[src/rtl/rrc_pkg.sv]
// Shared types for the reset/recovery controller.
package rrc_pkg;
    // Phases of a button press as seen by the press timer.
    typedef enum logic [1:0] {
        PH_IDLE    = 2'd0,
        PH_CONFIRM = 2'd1,
        PH_HELD    = 2'd2,
        PH_QUIET   = 2'd3
    } press_phase_t;
endpackage

[src/rtl/rrc_sync2.sv]
// Two-flop synchroniser for a single asynchronous level.
// Assumes the input is slow compared with clk; the reset value is a parameter.
module rrc_sync2 #(
    parameter logic RST_VAL = 1'b1
) (
    input  logic clk,
    input  logic rst_n,
    input  logic d,
    output logic q
);
    logic meta;

    // Capture the asynchronous level, then re-register it.
    always_ff @(posedge clk) begin
        if (!rst_n) begin
            meta <= RST_VAL;
            q    <= RST_VAL;
        end else begin
            meta <= d;
            q    <= meta;
        end
    end
endmodule

[src/rtl/rrc_press_timer.sv]
// Press timer: confirms a press, measures the hold and classifies it.
// Emits a one-cycle short_fire or long_fire strobe, then waits for the
// button to stay released for QUIET_CYC cycles. Assumes a synchronised input.
module rrc_press_timer
    import rrc_pkg::*;
#(
    parameter int CONFIRM_CYC = 8,
    parameter int SHORT_CYC   = 40,
    parameter int LONG_CYC    = 120,
    parameter int QUIET_CYC   = 10,
    parameter int CW          = 8
) (
    input  logic clk,
    input  logic rst_n,
    input  logic pressed,
    output logic short_fire,
    output logic long_fire
);
    localparam logic [CW-1:0] CONF_LAST  = CW'(CONFIRM_CYC - 1);
    localparam logic [CW-1:0] SHORT_LIM  = CW'(SHORT_CYC);
    localparam logic [CW-1:0] LONG_LAST  = CW'(LONG_CYC - 1);
    localparam logic [CW-1:0] QUIET_LAST = CW'(QUIET_CYC - 1);

    press_phase_t  phase;
    logic [CW-1:0] cnt;

    // Classify the end of a held press (combinational strobes).
    always_comb begin
        short_fire = (phase == PH_HELD) && !pressed && (cnt < SHORT_LIM);
        long_fire  = (phase == PH_HELD) && pressed && (cnt == LONG_LAST);
    end

    // Walk a press through confirm, hold and quiet phases.
    always_ff @(posedge clk) begin
        if (!rst_n) begin
            phase <= PH_IDLE;
            cnt   <= '0;
        end else begin
            unique case (phase)
                PH_IDLE: begin
                    cnt <= '0;
                    if (pressed) phase <= PH_CONFIRM;
                end
                PH_CONFIRM: begin
                    if (cnt == CONF_LAST) begin
                        cnt   <= '0;
                        phase <= pressed ? PH_HELD : PH_IDLE;
                    end else begin
                        cnt <= cnt + 1'b1;
                    end
                end
                PH_HELD: begin
                    if (!pressed || cnt == LONG_LAST) begin
                        cnt   <= '0;
                        phase <= PH_QUIET;
                    end else begin
                        cnt <= cnt + 1'b1;
                    end
                end
                PH_QUIET: begin
                    if (pressed) begin
                        cnt <= '0;
                    end else if (cnt == QUIET_LAST) begin
                        cnt   <= '0;
                        phase <= PH_IDLE;
                    end else begin
                        cnt <= cnt + 1'b1;
                    end
                end
                default: begin
                    cnt   <= '0;
                    phase <= PH_IDLE;
                end
            endcase
        end
    end


    held_needs_press_chk: assert property (@(posedge clk) disable iff (!rst_n)
        ($past(phase) == PH_CONFIRM && phase == PH_HELD) |-> $past(pressed));


    fire_enters_quiet_chk: assert property (@(posedge clk) disable iff (!rst_n)
        (short_fire || long_fire) |=> (phase == PH_QUIET));


    quiet_no_fire_chk: assert property (@(posedge clk) disable iff (!rst_n)
        (phase == PH_QUIET && pressed) |=> !(short_fire || long_fire));
endmodule

[src/rtl/rrc_recov_flag.sv]
// Sticky recovery flag: set by a long hold, cleared by software or power-on
// reset only. A set and a clear on the same edge leave the flag set.
module rrc_recov_flag (
    input  logic clk,
    input  logic rst_n,
    input  logic set,
    input  logic clr,
    output logic flag
);
    // Hold the flag; set has priority over clear.
    always_ff @(posedge clk) begin
        if (!rst_n)   flag <= 1'b0;
        else if (set) flag <= 1'b1;
        else if (clr) flag <= 1'b0;
    end


    set_wins_chk: assert property (@(posedge clk) disable iff (!rst_n)
        set |=> flag);


    fall_needs_clr_chk: assert property (@(posedge clk) disable iff (!rst_n)
        ($fell(flag) && $past(rst_n)) |-> $past(clr));
endmodule

[src/rtl/rrc_pulse_gen.sv]
// Stretches a one-cycle trigger into an active-high pulse of PULSE_CYC cycles.
// A trigger during a pulse restarts the count.
module rrc_pulse_gen #(
    parameter int PULSE_CYC = 16
) (
    input  logic clk,
    input  logic rst_n,
    input  logic trig,
    output logic pulse
);
    localparam int PW = $clog2(PULSE_CYC + 1);
    localparam logic [PW-1:0] LOAD = PW'(PULSE_CYC);

    logic [PW-1:0] left;

    // Load on trigger, otherwise count down to zero.
    always_ff @(posedge clk) begin
        if (!rst_n)             left <= '0;
        else if (trig)          left <= LOAD;
        else if (left != '0)    left <= left - 1'b1;
    end

    assign pulse = (left != '0);


    trig_starts_pulse_chk: assert property (@(posedge clk) disable iff (!rst_n)
        trig |=> pulse);


    pulse_needs_trig_chk: assert property (@(posedge clk) disable iff (!rst_n)
        $rose(pulse) |-> $past(trig));
endmodule

[src/rtl/rrc_reset_ctrl.sv]
// Top of the long-press reset and recovery controller.
// Synchronises the button, times each press, issues reboot pulses and
// steers the two active-low chip selects from the sticky recovery flag.
// Assumes rst_n is the power-on reset, not the reboot this block requests.
module rrc_reset_ctrl #(
    parameter int CONFIRM_CYC = 25_000_000,
    parameter int SHORT_CYC   = 250_000_000,
    parameter int LONG_CYC    = 750_000_000,
    parameter int QUIET_CYC   = 25_000_000,
    parameter int PULSE_CYC   = 16
) (
    input  logic clk,
    input  logic rst_n,
    input  logic btn_n,
    input  logic flag_clr,
    output logic reboot_req,
    output logic recov_flag,
    output logic cs_cfg_n,
    output logic cs_dflt_n
);
    localparam int MAXC1 = (CONFIRM_CYC > QUIET_CYC) ? CONFIRM_CYC : QUIET_CYC;
    localparam int MAXC  = (LONG_CYC > MAXC1) ? LONG_CYC : MAXC1;
    localparam int CW    = $clog2(MAXC + 1);

    logic btn_sync_n;
    logic pressed;
    logic short_fire;
    logic long_fire;
    logic fire;

    rrc_sync2 #(.RST_VAL(1'b1)) sync_i (
        .clk(clk), .rst_n(rst_n), .d(btn_n), .q(btn_sync_n)
    );

    assign pressed = ~btn_sync_n;

    rrc_press_timer #(
        .CONFIRM_CYC(CONFIRM_CYC), .SHORT_CYC(SHORT_CYC),
        .LONG_CYC(LONG_CYC), .QUIET_CYC(QUIET_CYC), .CW(CW)
    ) timer_i (
        .clk(clk), .rst_n(rst_n), .pressed(pressed),
        .short_fire(short_fire), .long_fire(long_fire)
    );

    assign fire = short_fire | long_fire;

    rrc_recov_flag flag_i (
        .clk(clk), .rst_n(rst_n), .set(long_fire), .clr(flag_clr), .flag(recov_flag)
    );

    rrc_pulse_gen #(.PULSE_CYC(PULSE_CYC)) pulse_i (
        .clk(clk), .rst_n(rst_n), .trig(fire), .pulse(reboot_req)
    );

    // Select the defaults ROM while recovering, else the settings memory.
    always_comb begin
        cs_dflt_n = ~recov_flag;
        cs_cfg_n  = recov_flag;
    end


    short_keeps_flag_chk: assert property (@(posedge clk) disable iff (!rst_n)
        (short_fire && !recov_flag) |=> !recov_flag);


    long_sets_both_chk: assert property (@(posedge clk) disable iff (!rst_n)
        long_fire |=> (recov_flag && reboot_req && !cs_dflt_n));
endmodule

[config.mk]
export PLATFORM = sky130hd
export DESIGN_NAME = rrc_reset_ctrl
export DESIGN_NICKNAME = d
export VERILOG_FILES = /design/src/rtl/rrc_pkg.sv /design/src/rtl/rrc_sync2.sv /design/src/rtl/rrc_press_timer.sv /design/src/rtl/rrc_recov_flag.sv /design/src/rtl/rrc_pulse_gen.sv /design/src/rtl/rrc_reset_ctrl.sv
export SDC_FILE = /design/constraint.sdc
export NUM_CORES = 1
export LEC_CHECK = 0
export ABC_AREA = 1
export BUFFER_PORTS_ARGS = -buffer_cell sky130_fd_sc_hd__buf_2
export CAP_MARGIN = 15
export CORE_UTILIZATION = 61
export DETAILED_ROUTE_END_ITERATION = 10
export PLACE_DENSITY = 0.79
export SLEW_MARGIN = 20
export SYNTH_ARGS = -nofsm -noshare
export SYNTH_HDL_FRONTEND = slang
export SYNTH_SLANG_ARGS = --single-unit
[constraint.sdc]
create_clock -name clk -period 1.8 [get_ports clk]
set_input_delay 0.09 -clock clk [delete_from_list [all_inputs] [get_ports clk]]
set_output_delay 0.09 -clock clk [all_outputs]
set_load 0.01 [all_outputs]
==> results of run 1 <==
==> placed cells by master (no fill, tap or decap), types with 3 or more instances in the layout <==
cell / n
dfxtp_1: 38
nand3_4: 5
xnor2_1: 6
buf_2: 7
a21oi_1: 5
nand2_1: 61
nor3b_1: 3
buf_4: 7
inv_1: 38
nand3_1: 24
nor2_1: 77
nor3_1: 12
or2_2: 3
nor2_2: 5
clkbuf_8: 7
nand4_1: 11
nor3_2: 3
nand2_2: 6
xor2_1: 17
==> registers in the layout (all words and copies together), names as in the netlist, named ones only <==
name,count
flag_i.flag,1
pulse_i.left,5
sync_i.meta,1
sync_i.q,1
timer_i.cnt,30
timer_i.phase,1
==> power groups by stage <==
stage	registers, W	logic, W	clock network [W]
2_1_floorplan	0.000914	0.0000322	0
3_3_place_gp	0.000915	0.0000391	0
3_5_place_dp	0.000915	0.0000400	0
4_1_cts	0.000895	0.0000495	0.000646
5_1_grt	0.000896	0.0000718	0.000684
6_report	0.000896	0.0000658	0.000638
==> critical path: stages (launching register included) <==
cell and delay (ps):
dfxtp_1 470, nand2_1 130, inv_1 100, nand3_1 150, nor2_2 190, nand2_2 90, nor2_4 150, nand2_1 80
xor2_1 190, nor2_2 40
==> per-stage QoR <==
step	setup WS (ps)	util [%]	setup TNS, ps	hold slack [ps]	std cells
CTS	0.2744	72.33	0	42.96	400
global placement	77.83	68.76	0	277.8	391
global route	-46.85	74.64	-49.71	69.49	402
finish	98.49	74.64	0	50.63	402
floorplan	203.8	-	0	187.6	336
detailed placement	-19.80	68.76	-188.9	281.4	391
==> area by class of cell <==
type,count,area [um2],area share (%)
clock buffers,7,96.34,3.722
repair buffers,15,97.59,3.770
flip-flops and latches,40,803.3,31.03
multi-input cells,254,1384,53.46
inverters,40,150.1,5.800
well taps,46,57.56,2.223
==> timing repair <==
| action | in CTS | in global routing |
|---|---|---|
| cloned | 1 | 2 |
| buffers inserted | 0 | 0 |
| pin swaps | 0 | 4 |
| setup endpoints to repair | 25 | 32 |
| hold buffers | 1 | 0 |
| endpoints found under the hold margin | 1 | 0 |
| resized for setup | 1 | 13 |
==> layer usage <==
metal / GRT usage (%) / wire [um] / vias up
met2: 47.98 / 2652 / 83
li1: - / - / 1105
met4: 10.17 / 99 / 0
met3: 5.435 / 344 / 14
met5: 0 / 0 / -
met1: 38.09 / 2471 / 1003
==> worst max path at each step <==
stage / slack, ps / startpoint / endpoint / cells after the start
final: 100 / timer_i.cnt[6]$_SDFF_PN0_ / timer_i.cnt[21]$_SDFF_PN0_ / 9
after CTS: 0.3 / timer_i.cnt[0]$_SDFF_PN0_ / timer_i.cnt[3]$_SDFF_PN0_ / 8
after floorplan: 200 / timer_i.cnt[0]$_SDFF_PN0_ / timer_i.cnt[23]$_SDFF_PN0_ / 9
after detailed placement: -20 / timer_i.cnt[0]$_SDFF_PN0_ / timer_i.cnt[2]$_SDFF_PN0_ / 8
after global routing: -50 / timer_i.cnt[6]$_SDFF_PN0_ / timer_i.cnt[29]$_SDFF_PN0_ / 7
after global placement: 80 / timer_i.cnt[0]$_SDFF_PN0_ / timer_i.cnt[20]$_SDFF_PN0_ / 8
==> cells in the mapped netlist <==
| cell type | instances |
|---|---|
| clkbuf_2 | 1 |
| mux2i_1 | 1 |
| nor3_1 | 13 |
| nand3_1 | 24 |
| nand4_1 | 11 |
| ha_1 | 3 |
| or2_2 | 3 |
| xnor2_1 | 6 |
| nor2_2 | 5 |
| o21bai_1 | 1 |
| nor3_2 | 2 |
| nor2_4 | 2 |
| nor3b_1 | 3 |
| a21oi_1 | 6 |
| nand3_2 | 2 |
| nand3b_1 | 1 |
| o21ai_1 | 2 |
| inv_1 | 39 |
| nand2_1 | 61 |
| o21ai_0 | 2 |
| dfxtp_1 | 40 |
| xor2_1 | 17 |
| inv_2 | 1 |
| buf_6 | 2 |
| nor2_1 | 77 |
| nand2_2 | 8 |
| buf_4 | 1 |
| nand3_4 | 1 |
| buf_2 | 1 |
==> cell families (layout without fill, tap and decap cells) <==
kind of cell             Yosys count  count (layout)
adder cells (fa/ha/maj)            3               3
buffers and inverters             45              62
AND/OR/NAND/NOR                  213             216
flip-flops                        40              40
multiplexers                       1               1
AO/OA/AOI/OAI                     11              11
XOR/XNOR                          23              23
==> flow_metrics.py, run 1 <==
metrics = {
    "outcome": {
        "status": "finished clean",
    },
    "logic_synthesis": {
        "muxShareOfSynthArea_pct": 0.4391,
        "synth_top_area_cell": "dfxtp_1",
        "synthAdderAreaFrac_pct": 1.647,
        "ys_ff_latch": 40,
        "synth_top_family_by_area": "simple AND/OR/NAND/NOR gates",
        "synth_top_area_share_pct": 35.13,
        "synth-compound-area-share_pct": 2.525,
        "synth_xor_area_share_pct": 8.836,
        "synth_area_leaders": "dfxtp_1 35%, nor2_1 13%, nand2_1 10%, xor2_1 6.5%, inv_1 6.4%",
        "synth_warnings": 0,
        "post_synth.cell_area_avg_um2": 6.785,
        "synth_area_mm2": 0.002280,
        "yosysSeqAreaShare_pct": 35.13,
        "synth_nets": 343,
        "synth.distinct_cells": 29,
        "synthCells": 336,
        "synth-simple-area-share_pct": 43.08,
    },
    "routing": {
        "initialDrtViolationCount": 221,
        "vias": 2205,
        "avgRoutedWirePerCell_um": 13.85,
        "drt_wl_total_um": 5567,
        "drc": 0,
        "via_per_inst": 5.485,
        "firstDrtPassIters": 5,
        "drtAntennaViolNets": 0,
    },
    "pwr": {
        "p_switching_w": 0.0003492,
        "swShare_pct": 21.82,
        "p_leak_nw": 0.9440,
        "clkPwrFrac_pct": 39.9,
        "vdd_drop_max_v": 0.0005861,
        "comb_power_share_pct": 4.1,
        "p_seq_share_pct": 56.0,
        "internal_power_w": 0.001251,
        "power_density_mw_per_mm2": 618.2,
        "power_w": 0.001600,
    },
    "job": {
        "max_cap_viol_count": 0,
    },
    "floorplan": {
        "die_w_um": 63.13,
        "row_count": 21,
        "start_util_pct": 65.73,
        "dieHeight_um": 63.13,
        "die-area_mm2": 0.003985,
        "fp.coreArea_mm2": 0.003468,
        "pin_count": 8,
    },
    "critical_path": {
        "r2r_end": "timer_i.cnt[21]$_SDFF_PN0_",
        "reg2reg_depth": 9,
        "r2r_setup_slack_ps": 100,
        "crit-reg2reg-launch": "timer_i.cnt[6]$_SDFF_PN0_",
        "setup.worst_path.class": "flop to flop",
        "crit_path_max_fanout": 6,
        "cp.arrival_ps": 1890,
        "start_kind": "flop",
        "crit_path_end_kind": "flop",
        "critical_path_required_ps": 1990,
    },
    "timing": {
        "worst_clock_skew_ps": 3.902,
        "slew_viol_final": 0,
        "hold_viol": 0,
        "period_minus_slack_ps": 1702,
        "fmax_mhz": 587.7,
        "fin_crit_sh_pct": 94.53,
        "setup_viol": 0,
        "relSlewSlack_pct": 56.55,
        "tightest_slew_ps": 651.8,
    },
    "placed_design": {
        "portBuffers": 7,
        "place_congestion": 0.9320,
        "hpwl_um": 3803,
        "placed_area_mm2": 0.002385,
    },
    "cells_and_area": {
        "synthToLayoutAreaGrowth_pct": 13.56,
        "nets": 363,
        "fillCellCount": 294,
        "final_area_mm2": 0.002589,
        "drive_gt1_share_pct": 15.45,
        "antenna_cells": 0,
    },
    "grt": {
        "grt_pass1_wl_um": 9094,
        "antenna_found_initial": 0,
        "grt_max_degree": 15,
        "track_usage_pct": 29.25,
        "overflow": 0,
        "grt_pass1_vias": 2063,
    },
    "clock_network": {
        "cts_htree_levels": 2,
        "cts_tree": "yes",
        "numCtsBuffers": 5,
        "path_clk_slew_ps": 70,
        "clk_latency_ps": 290,
        "cts_root_buf": "clkbuf_8",
        "clock_sinks": 40,
        "cts_max_path_buffers": 2,
    },
    "min_path": {
        "whs_endpoint": "pulse_i.left[4]$_SDFFE_PN0P_",
        "hp-class": "input pin to flop",
        "min_from": "rst_n",
        "min_path_cells": 3,
    },
}
No activity file was read; power rests on OpenSTA's default activity.
==> inputs of run 2 (changes only) <==
- CORE_MARGIN: unset -> 4
==> run 2 against run 1 <==
  * Fmax increased by 0.88%
  * Power grew 11%
  * Highest routed layer unchanged
  * Clock power increased by 27%
  * First-iteration DRC count grew 9.0%
  * Hold slack worse by 12 ps
  * Critical endpoint unchanged
  * Non-clock buffer count rose by 1
==> flow_metrics.py, run 2 (synthesis gave the netlist of run 1 again) <==
metrics = {
    "pwr": {
        "p_leak_nw": 0.9980,
        "internal_power_w": 0.001399,
        "clkPwrFrac_pct": 45.7,
        "power_density_mw_per_mm2": 672.1,
        "comb_power_share_pct": 3.8,
        "p_switching_w": 0.0003756,
        "vdd_drop_max_v": 0.0005064,
        "swShare_pct": 21.17,
        "power_w": 0.001774,
        "p_seq_share_pct": 50.4,
    },
    "floorplan": {
        "die_w_um": 69.13,
        "start_util_pct": 65.73,
        "row_count": 21,
        "fp.coreArea_mm2": 0.003468,
        "die-area_mm2": 0.004779,
        "pin_count": 8,
        "dieHeight_um": 69.13,
    },
    "timing": {
        "fmax_mhz": 592.9,
        "period_minus_slack_ps": 1687,
        "relSlewSlack_pct": 54.87,
        "rsz0062_at_grt": "true",
        "setup_viol": 0,
        "hold_viol": 0,
        "fin_crit_sh_pct": 93.70,
        "worst_clock_skew_ps": 9.669,
        "slew_viol_final": 0,
        "tightest_slew_ps": 677.0,
    },
    "critical_path": {
        "path_buf_inv": 0,
        "worst_path_largest_cell_delay_ps": 450,
        "crit_path_end_kind": "flop",
        "setup.worst_path.class": "flop to flop",
        "worst_path_max_delay_cell": "dfxtp_1",
        "start_kind": "flop",
        "crit_family": "simple AND/OR/NAND/NOR gates",
        "path_cells": "nand3_2, nor2_2, nand2_2, nor2_2, nand2_2, nor2_4, nand2_1, xor2_1, nor2_2",
        "crit_path_max_fanout": 4,
        "critical_path_required_ps": 1990,
        "cp.arrival_ps": 1880,
        "cpMostUsedCell": "nor2_2",
    },
    "grt": {
        "overflow": 0,
        "grt_pass1_wl_um": 8942,
        "track_usage_pct": 22.99,
        "antenna_found_initial": 0,
        "grt_max_degree": 29,
        "grt_pass1_vias": 1950,
    },
    "routing": {
        "vias": 2178,
        "met2_length_um": 2643,
        "wl_met3_um": 357,
        "drtAntennaViolNets": 0,
        "via_per_inst": 5.391,
        "drt_wl_total_um": 5696,
        "initialDrtViolationCount": 241,
        "drc": 0,
        "firstDrtPassIters": 5,
        "avgRoutedWirePerCell_um": 14.10,
        "top_layer": "met4",
        "wl_met1_um": 2567,
    },
    "clock_network": {
        "cts_htree_levels": 2,
        "clock_sinks": 40,
        "cts_tree": "yes",
        "cts_root_buf": "clkbuf_8",
        "cts_max_path_buffers": 2,
        "numCtsBuffers": 5,
        "post_cts_buffers": 0,
        "clk_latency_ps": 300,
        "path_clk_slew_ps": 80,
    },
    "placed_design": {
        "hpwl_um": 3893,
        "portBuffers": 7,
        "dp.cells": 392,
        "place_congestion": 0.9273,
    },
    "min_path": {
        "hp-class": "input pin to flop",
    },
    "cells_and_area": {
        "nets": 364,
        "mostFrequentLayoutCells": "77 x nor2_1, 60 x nand2_1, 39 x inv_1, 39 x dfxtp_1, 24 x nand3_1",
        "reg_top3": "timer_i.cnt x30, pulse_i.left x5",
        "drive_gt1_share_pct": 15.92,
        "seq_area_um2": 802.0,
        "instances_no_fill": 404,
        "multi_input_area_mm2": 0.001399,
        "fillCellCount": 273,
        "largest-register": "timer_i.cnt",
        "layout_commonest_cell": "nor2_1",
        "largest_reg_flops": 30,
        "synthToLayoutAreaGrowth_pct": 15.81,
        "post-route-util_pct": 76.12,
        "antenna_cells": 0,
    },
    "outcome": {
        "status": "finished clean",
    },
    "job": {
        "max_cap_viol_count": 0,
    },
}
[run 2: power by group through the flow]
stage,Sequential (W),Combinational [W],Clock [W]
after floorplan,0.000914,0.0000322,0
after global placement,0.000915,0.0000401,0
after detailed placement,0.000915,0.0000404,0
after CTS,0.000894,0.0000450,0.000822
after global routing,0.000895,0.0000734,0.000853
final,0.000895,0.0000678,0.000812
[run 2: final cells by class]
type / instances / area share, %
clock buffer: 7 / 3.649
clock inverter: 1 / 1.137
inverter: 40 / 5.687
multi-input combinational: 254 / 52.99
sequential: 40 / 30.38
tap: 46 / 2.180
timing repair buffer: 16 / 3.981
[run 2: worst reg2reg max path: stages, from the launching register on]
cell,delay (ps)
dfxtp_1,450
nand3_2,150
nor2_2,160
nand2_2,120
nor2_2,150
nand2_2,100
nor2_4,150
nand2_1,80
xor2_1,170
nor2_2,40
[run 2: stage by stage]
stage | worst slack [ps] | hold WS [ps] | instance area, um2 | setup TNS (ps)
after floorplan | 203.8 | 187.6 | 2280 | 0
after global placement | 90.61 | 277.5 | 2392 | 0
after detailed placement | 27.73 | 293.0 | 2392 | 0
after CTS | 17.91 | 36.85 | 2529 | 0
after global routing | -32.59 | 44.51 | 2640 | -54.78
final | 113.3 | 38.17 | 2640 | 0
[run 2: worst paths after layout]
| kind | startpoint | to | slack [ps] | cells past startpoint |
|---|---|---|---|---|
| max | timer_i.cnt[2]$_SDFF_PN0_ | timer_i.cnt[21]$_SDFF_PN0_ | 110 | 9 |
| min | flag_clr | flag_i.flag$_SDFFE_PN0P_ | 40 | 3 |
| min reg2reg | sync_i.meta$_SDFF_PN1_ | sync_i.q$_SDFF_PN1_ | 430 | 1 |
| max reg2reg | timer_i.cnt[2]$_SDFF_PN0_ | timer_i.cnt[21]$_SDFF_PN0_ | 110 | 9 |
[run 2: layer usage]
layer	vias up	track usage, %
met5	-	0
met2	76	37.08
li1	1112	-
met3	12	4.942
met1	978	29.76
met4	0	9.111
[run 2: timing repair]
item	CTS	global route
hold endpoints to repair	1	0
resized for setup	0	16
hold buffers	1	0
setup endpoints to repair	0	31
==> inputs of run 3 (changes only) <==
- CORE_UTILIZATION: 61 -> 66
- PLACE_DENSITY: 0.79 -> 0.84
- clock period: 1.8 -> 2.1 ns (I/O delays scaled with it)
==> run 3 against run 2 <==
  * Global-route usage rose by 3.7 points
  * First-iteration DRC count fell by 44%
  * Hold slack got worse by 25 ps
  * Combinational power fell by 44%
  * Routed wire length fell by 11%
  * Largest power group unchanged
==> flow_metrics.py, run 3 (synthesis gave the netlist of run 1 again) <==
metrics = {
    "outcome": {
        "status": "finished clean",
    },
    "floorplan": {
        "fp.coreArea_mm2": 0.003337,
        "start_util_pct": 68.32,
        "die-area_mm2": 0.004458,
        "pin_count": 8,
        "dieHeight_um": 66.77,
        "die_w_um": 66.77,
        "row_count": 21,
    },
    "clock_network": {
        "numCtsBuffers": 5,
        "clk_latency_ps": 350,
        "cts_htree_levels": 2,
        "post_cts_resized": 0,
        "path_clk_slew_ps": 100,
        "cts_tree": "yes",
        "clock_sinks": 40,
        "cts_max_path_buffers": 2,
        "cts_hold_buf": 2,
        "cts_root_buf": "clkbuf_4",
        "post_cts_buffers": 0,
    },
    "pwr": {
        "vdd_drop_max_v": 0.0003686,
        "comb_power_share_pct": 3.1,
        "power_w": 0.001208,
        "p_seq_share_pct": 63.5,
        "p_switching_w": 0.0002660,
        "swShare_pct": 22.02,
        "power_density_mw_per_mm2": 499.4,
        "internal_power_w": 0.0009418,
        "p_leak_nw": 0.8970,
        "clkPwrFrac_pct": 33.4,
    },
    "grt": {
        "grt_pass1_vias": 2030,
        "overflow": 0,
        "antenna_found_initial": 0,
        "grt_pass1_wl_um": 9052,
        "track_usage_pct": 26.70,
        "grt_max_degree": 29,
    },
    "routing": {
        "drc": 0,
        "avgRoutedWirePerCell_um": 12.90,
        "via_per_inst": 5.248,
        "drt_wl_total_um": 5097,
        "initialDrtViolationCount": 135,
        "wl_met1_um": 2215,
        "firstDrtPassIters": 5,
        "top_layer": "met4",
        "wl_met3_um": 334,
        "vias": 2073,
        "met2_length_um": 2445,
        "drtAntennaViolNets": 0,
    },
    "cells_and_area": {
        "synthToLayoutAreaGrowth_pct": 6.092,
        "instances_no_fill": 395,
        "seq_area_um2": 800.8,
        "drive_gt1_share_pct": 10.89,
        "reg_top3": "timer_i.cnt x30, pulse_i.left x5",
        "mostFrequentLayoutCells": "77 x nor2_1, 61 x nand2_1, 40 x dfxtp_1",
        "nets": 355,
        "multi_input_area_mm2": 0.001289,
        "largest_reg_flops": 30,
        "fillCellCount": 318,
        "largest-register": "timer_i.cnt",
        "layout_commonest_cell": "nor2_1",
        "antenna_cells": 0,
    },
    "timing": {
        "period_minus_slack_ps": 1833,
        "slew_viol_final": 0,
        "fin_crit_sh_pct": 87.28,
        "rsz0062_at_grt": "false",
        "final.setup.tns_ps": 0,
        "fmax_mhz": 545.6,
        "worst_clock_skew_ps": 8.251,
        "setup_viol": 0,
        "relSlewSlack_pct": 72.02,
        "layout_setup_ws_ps": 267.2,
        "hold_viol": 0,
        "tightest_slew_ps": 416.4,
    },
    "placed_design": {
        "dp_slack_ps": 261.8,
        "portBuffers": 7,
        "place_congestion": 0.9494,
        "dp.cells": 385,
        "hpwl_um": 3956,
    },
    "min_path": {
        "hp-class": "input pin to flop",
    },
    "critical_path": {
        "cp.arrival_ps": 2070,
        "critical_path_required_ps": 2330,
        "start_kind": "flop",
        "crit_path_end_kind": "flop",
        "setup.worst_path.class": "flop to flop",
        "crit_path_max_fanout": 28,
    },
    "job": {
        "max_cap_viol_count": 0,
    },
}
run 3: changes by cell type in the layout (fill, tap and decap cells not counted), sizes merged:
cell / previous run / this run
bufinv: 1 / 0
dlygate4sd3: 1 / 2
nand3: 30 / 27
buf: 15 / 8
clkbuf: 7 / 8
run 3: area by class of cell:
type                       count  area share (%)
clock buffer                   8           2.431
inverter                      40           6.208
sequential                    40           33.11
tap                           46           2.380
multi-input combinational    251           53.29
timing repair buffer          10           2.587
run 3: power groups by stage:
stage	Clock (W)	Combinational (W)	Sequential [W]
floorplan	0	0.0000276	0.000783
global placement	0	0.0000331	0.000784
detailed placement	0	0.0000344	0.000784
CTS	0.000411	0.0000374	0.000767
global route	0.000452	0.0000430	0.000768
finish	0.000403	0.0000379	0.000767
run 3: worst max-delay path, stage by stage (launching register included):
cell and delay (ps):
dfxtp_1 380, ha_1 210, nand3_2 150, nor2_2 170
nand3_1 120, o21ai_1 210, nand2_2 110, nand3_4 250
nor3_1 90
run 3: path summary, 6_finish.rpt:
kind | from | to | slack (ps) | cells after the start
setup / recovery | timer_i.cnt[0]$_SDFF_PN0_ | timer_i.cnt[3]$_SDFF_PN0_ | 270 | 8
hold reg to reg | sync_i.meta$_SDFF_PN1_ | sync_i.q$_SDFF_PN1_ | 450 | 1
setup reg to reg | timer_i.cnt[0]$_SDFF_PN0_ | timer_i.cnt[3]$_SDFF_PN0_ | 270 | 8
hold / removal | rst_n | pulse_i.left[4]$_SDFFE_PN0P_ | 10 | 3
run 3: layer usage:
layer | vias up | GRT usage, %
li1 | 1079 | -
met1 | 923 | 33.92
met2 | 60 | 44.80
met3 | 11 | 5.228
met4 | 0 | 9.137
met5 | - | 0
run 3: stage by stage:
stage,cell area [um2],util [%],hold slack [ps]
6_report,2419,72.48,13.06
5_1_grt,2419,72.48,1.020
4_1_cts,2419,72.48,6.228
3_5_place_dp,2340,70.12,293.3
3_3_place_gp,2340,70.12,292.4
2_1_floorplan,2280,-,202.6
